==> config.mk <==
export PLATFORM = sky130hd
export DESIGN_NAME = pci_cfg_bar_target
export DESIGN_NICKNAME = d
export VERILOG_FILES = /design/src/rtl/pci_cfg_bar_target.sv
export SDC_FILE = /design/constraint.sdc
export NUM_CORES = 1
export LEC_CHECK = 0
export BUFFER_PORTS_ARGS = -buffer_cell sky130_fd_sc_hd__buf_2
export CAP_MARGIN = 20
export CORE_ASPECT_RATIO = 0.9
export CORE_UTILIZATION = 35
export DETAILED_ROUTE_END_ITERATION = 6
export GPL_TIMING_DRIVEN = 0
export RECOVER_POWER = 50
export SLEW_MARGIN = 20
export SYNTH_ARGS = -nofsm -noshare
export SYNTH_HDL_FRONTEND = slang
export SYNTH_SLANG_ARGS = --single-unit
==> constraint.sdc <==
create_clock -name clk -period 2 [get_ports clk]
set_input_delay 0.4 -clock clk [delete_from_list [all_inputs] [get_ports clk]]
set_output_delay 0.4 -clock clk [all_outputs]
set_load 0.005 [all_outputs]
==> src/rtl/pci_cfg_bar_target.sv <==
module pci_cfg_bar_target #(
  parameter logic [2:0]  FUNC_NUM  = 3'd2,
  parameter logic [15:0] VENDOR_ID = 16'h0E11,
  parameter logic [15:0] DEVICE_ID = 16'hA0F8,
  parameter int          WIN_BITS  = 12
) (
  input  logic        clk,
  input  logic        rst_n,
  input  logic        cfg_req,
  input  logic        cfg_idsel,
  input  logic        cfg_we,
  input  logic [10:0] cfg_addr,
  input  logic [3:0]  cfg_be,
  input  logic [31:0] cfg_wdata,
  output logic [31:0] cfg_rdata,
  output logic        cfg_ack,
  input  logic [31:0] mem_addr,
  output logic        mem_hit
);

  localparam int          BAR_W    = 32 - WIN_BITS;
  localparam logic [15:0] CMD_MASK = 16'h0147;
  localparam logic [5:0]  IDX_ID   = 6'd0;
  localparam logic [5:0]  IDX_CMD  = 6'd1;
  localparam logic [5:0]  IDX_BAR  = 6'd4;

  logic [15:0]      cmd_q;
  logic [BAR_W-1:0] bar_q;
  logic             bar_set;
  logic [31:0]      lane_mask, wr_masked, rd_word;
  logic [5:0]       idx;
  logic             sel;

  assign idx       = cfg_addr[7:2];
  assign sel       = cfg_req && cfg_idsel && (cfg_addr[1:0] == 2'b00) && (cfg_addr[10:8] == FUNC_NUM);
  assign lane_mask = {{8{cfg_be[3]}}, {8{cfg_be[2]}}, {8{cfg_be[1]}}, {8{cfg_be[0]}}};
  assign wr_masked = cfg_wdata & lane_mask;

  always_comb begin
    case (idx)
      IDX_ID:  rd_word = {DEVICE_ID, VENDOR_ID};
      IDX_CMD: rd_word = {16'h0000, cmd_q};
      IDX_BAR: rd_word = {bar_q, {WIN_BITS{1'b0}}};
      default: rd_word = 32'h0;
    endcase
  end

  always_ff @(posedge clk) begin
    if (!rst_n) begin
      cmd_q     <= '0;
      bar_q     <= '0;
      bar_set   <= 1'b0;
      cfg_ack   <= 1'b0;
      cfg_rdata <= '0;
    end else begin
      cfg_ack   <= sel;
      cfg_rdata <= (sel && !cfg_we) ? rd_word : 32'h0;
      if (sel && cfg_we) begin
        if (idx == IDX_CMD)
          cmd_q <= (cmd_q & ~lane_mask[15:0]) | (wr_masked[15:0] & CMD_MASK);
        if (idx == IDX_BAR) begin
          bar_q   <= (bar_q & ~lane_mask[31:WIN_BITS]) | wr_masked[31:WIN_BITS];
          bar_set <= bar_set | (|lane_mask[31:WIN_BITS]);
        end
      end
    end
  end

  assign mem_hit = cmd_q[1] && bar_set && (mem_addr[31:WIN_BITS] == bar_q);

  p_ack_decode_r1: assert property (@(posedge clk) disable iff (!rst_n)
    cfg_ack |-> $past(cfg_req && cfg_idsel && cfg_addr[1:0] == 2'b00 && cfg_addr[10:8] == FUNC_NUM));

  p_id_value_r2: assert property (@(posedge clk) disable iff (!rst_n)
    (cfg_ack && $past(!cfg_we && cfg_addr[7:2] == IDX_ID)) |-> cfg_rdata == {DEVICE_ID, VENDOR_ID});

  p_cmd_fixed_zero_r3: assert property (@(posedge clk) disable iff (!rst_n)
    (cfg_ack && $past(!cfg_we && cfg_addr[7:2] == IDX_CMD)) |-> (cfg_rdata & ~{16'h0, CMD_MASK}) == 32'h0);

  p_bar_low_zero_r5: assert property (@(posedge clk) disable iff (!rst_n)
    (cfg_ack && $past(!cfg_we && cfg_addr[7:2] == IDX_BAR)) |-> cfg_rdata[WIN_BITS-1:0] == '0);

  p_hit_gated_r6: assert property (@(posedge clk) disable iff (!rst_n)
    mem_hit |-> (cmd_q[1] && bar_set));

  p_rdata_idle_r9: assert property (@(posedge clk) disable iff (!rst_n)
    !cfg_ack |-> cfg_rdata == 32'h0);

endmodule

======== Word level (Yosys, flattened, before mapping) ========
Cells that the tools add are included.
operators by class
  divide/modulo/power cells ............... 0
  equality and inequality tests ........... 4
  shift operators ......................... 0
  add/sub/neg operators ................... 0
  order comparisons ....................... 0
  multiply operators ...................... 0
  multiplexer cells ....................... 1
  bitwise logic cells ..................... 8
  reduce and logical (&&, ||, !) cells .... 14
operators by type and width
  cell                                            count
  one-hot mux 32 bit (3 select lines)             1
  AND 32 bit                                      1
  AND 20 bit                                      1
  == test 20 bit                                  1
  inverter 20 bit                                 1
  OR 20 bit                                       1
  AND 16 bit                                      1
  inverter 16 bit                                 1
  OR 16 x 9 -> 16 bit                             1
  logical AND 1 bit                               7
  == test 6 x 1 -> 1 bit (second input constant)  1
  == test 6 x 3 -> 1 bit (second input constant)  1
  zero test 6 bit                                 1
  AND reduction 2 bit                             3
  == test 3 x 2 -> 1 bit (second input constant)  1
  OR reduction 3 bit                              1
  zero test 2 bit                                 1
  zero test 1 bit                                 1
  OR 1 bit                                        1
word-level totals
  RAM bits ................................ 0
  memories kept ........................... 0
  word-level logic and storage cells ...... 32
  bits of input ports ..................... 84
  bits in registers ....................... 70
  bits in read-only memories .............. 0
  bits in latches ......................... 0

======== Longest topological paths before layout ========
  depth after elaboration ................. 5
  gate-level depth with buffers ........... 6
  depth with buffers taken out ............ 4

======== Worst setup path after synthesis ========
Ideal clock, no wire load.
  kind .................................... in2reg
  start ................................... input cfg_addr[3]
  end ..................................... register (tool-made name)
  slack ................................... 0.158 ns
  arrival time ............................ 1.768 ns
  cell stages on the path ................. 6
  required time ........................... 1.926 ns
  buffers on the path ..................... 2
  path through ............................ or4_4 -> buf_6 -> nor4_4 -> buf_6 -> nand3_1 -> o21ai_0
RTL lines
  item         RTL line  RTL
  from (decl)  12        input logic [10:0] cfg_addr,

==> out/results.ini <==
[status]
status = complete, but fails checks
violations = setup timing

[critical_path]
cp_num_buf_inv = 1
cp.required_ns = 1.60
cp-end-kind = output pin
crit_chain = xor2_1, nor4_2, nand4_1, nor4_2, buf_2
critPathMaxFanout = 3
start_kind = register
cp_top_family = simple AND/OR/NAND/NOR gates
max_stage_delay_ns = 0.34
crit_top_cell = nor4_2
rrSetupSlack_ns = 1.20
crit_slowest_cell = nor4_2
critPathArrivalTime_ns = 1.75
criticalPathCategory = reg2out

[clock_network]
tritoncts = yes
holdBufCountCts = 0
cts_max_level = 3
cts_num_sinks = 70
clockRootBuffer = clkbuf_8
clk_pin_slew_worst_paths_ns = 0.07
clk_latency_ns = 0.34
clock_path_buffers = 2
cts_inserted_buffers = 9

[floorplanning]
fp.dieArea_sq_um = 7940
rows = 29
ioPinCount = 118
die-width_microns = 93.8
core_area_sq_um = 7180
initial_utilization_pct = 37.0
die_h_microns = 84.6

[flow_run]
maxCapViolCount = 0

[hold_path]
min_path_type = in2reg

[finish]
n_antenna_cell = 0
nets = 472
area_growth_pct = 31.9
regArea_sq_um = 1400
drive_gt1_share_pct = 29.5
multiInputGateArea_sq_um = 1160
fin_cells = 486
fillers = 731

[global_route]
grt_pass1_vias = 2147
grt_start_max_net_pins = 12
antenna_found_initial = 0
grt-ovfl-total = 0
grt.total_usage_pct = 17.5
grt_pass1_wl_mm = 10.4

[timing]
max_freq_ghz = 0.465
layout_setup_ws_ns = -0.150
worst_slew_pin_slew_ns = 0.769
hold_violations = 0
fin_crit_ns = 2.15
fin_skew_ns = 0.00835
finalCritPeriodShare_pct = 107
relSlewSlack_pct = 48.4
drv_slew = 0
rsz0062_at_grt = true
setup_violations = 18
setup_tns_ns = -0.676

[drt]
vias = 2234
wl_per_cell_microns = 13.6
dr.pass1.iters = 4
drc = 0
first_iter_violations = 58
finalWirelength_mm = 6.63
ant_nets = 0
vias_per_cell = 4.60

[power]
leakagePower_nw = 1.45
power.density_nw_per_um2 = 821
p_total_w = 0.00288
ir_drop_uv = 502

[logic_synthesis]
synth_top_family_by_area = simple AND/OR/NAND/NOR gates
syn_avg_cell_area_sq_um = 9.56
synth_seq_cells = 70
postSynthCellCount = 278
ys_seq_area_share_pct = 52.8
synth.area.mux_share_pct = 0.377
synthAdderAreaFrac_pct = 0
synth_cell_types = 32
synthTopCellsByArea = dfxtp_1 53%, and2_1 5.4%, nand3_1 4.5%
synth_compound_area_share_pct = 8.20
yosys.area_share.simple_pct = 27.6
synth-xor-area-share_pct = 6.59
synth_top_area_share_pct = 52.8
netlist_area_sq_um = 2660
yosys_warnings = 0
synth_largest_area_cell = dfxtp_1
syn_nets = 362

[place]
place_inst = 469
hpwl_mm = 4.95
numPortBuffers = 98
gp_routability_congestion = 0.812

## stage by stage
step	hold WS, ns	setup WS, ns	util, %	area (sq um)
3_3_place_gp	0.434	-0.625	45.4	3260
5_1_grt	0.264	-0.260	48.8	3500
4_1_cts	0.264	-0.169	48.9	3510
3_5_place_dp	0.430	-0.644	45.4	3260
6_report	0.276	-0.150	48.8	3500
2_1_floorplan	0.420	0.158	-	2660
## cells by family after synthesis
family / after synthesis
DFF: 70
buffers and inverters: 25
muxes: 1
AOI/OAI and AO/OA: 41
xor gates and xnor gates: 20
and+or+nand+nor: 121
## synthesized netlist by cell type
cell type and n:
a21oi_1 12, a22oi_1 4, and2_1 23, and3_1 5, and3b_1 1, buf_2 3, buf_6 3, clkbuf_1 7
dfxtp_1 70, inv_1 12, mux2i_1 1, nand2_1 27, nand2b_1 1, nand3_1 24, nand3b_1 5, nand4_1 6
nand4b_1 1, nor2_1 5, nor2b_1 5, nor3_1 3, nor4_1 5, nor4_2 1, nor4_4 4, nor4b_1 1
o21a_1 1, o21ai_0 22, o21ai_1 2, or2_2 2, or4_4 1, or4b_1 1, xnor2_1 12, xor2_1 8
## worst reg2reg max path, stage by stage, from the launching register on
cell,delay [ns]
dfxtp_2,0.34
buf_4,0.13
a22oi_1,0.15
nor2_1,0.05
## layer usage
metal | up-vias | part of all wire [%] | global-route usage, %
met1 | 993 | 46 | 22.0
met4 | 0 | 1.4 | 6.01
met3 | 8 | 6.4 | 5.98
met2 | 70 | 46 | 27.8
met5 | - | 0 | 0
li1 | 1163 | - | -
## path summary, 6_finish.rpt
check | depth (start not counted) | endpoint | startpoint
max | 5 | mem_hit | register
min | 3 | register | cfg_wdata[17]
max reg2reg | 3 | cfg_rdata[15] | register
min reg2reg | 2 | cfg_rdata[11] | cmd_q[11]
## cell usage in the layout (no fill, tap or decap), types with 2 or more instances in the layout
cell type  instances
nand3b_1           5
nand4_1            6
and3_1             5
nor2b_1            5
nand3_1           24
buf_2             86
nor4_4             4
bufinv_16          3
a21oi_1           12
nand2_1           27
dfxtp_1           68
o21ai_1            2
xor2_1             7
and2_1            23
dfxtp_2            2
xnor2_1           12
buf_6              2
or2_2              2
nor3_2             2
inv_1             12
nor4_1             4
nor4_2             2
clkbuf_8           9
clkbuf_1          26
o21ai_0           22
a22oi_1            4
nor2_1             5
## repair_timing
item | in CTS | in global routing
setup buffers | 0 | 1
gates resized for setup | 3 | 5
pin swaps | 0 | 5
endpoints found under the setup margin | 12 | 8
## report_power, final
group	internal, W	total [W]	switching (W)
Clock	0.000828	0.00133	0.000502
Sequential	0.00139	0.00139	0.0000000350
Combinational	0.0000705	0.000151	0.0000810
## area by class of cell
type,count,share of cell area (%)
inverter,12,1.29
timing repair buffer,99,13.7
tap,93,3.32
sequential,70,40.1
clock inverter,4,2.71
clock buffer,12,3.86
multi-input combinational,183,33.1
buffer,13,1.89
Note: power is estimated with default switching activity, not from simulation.
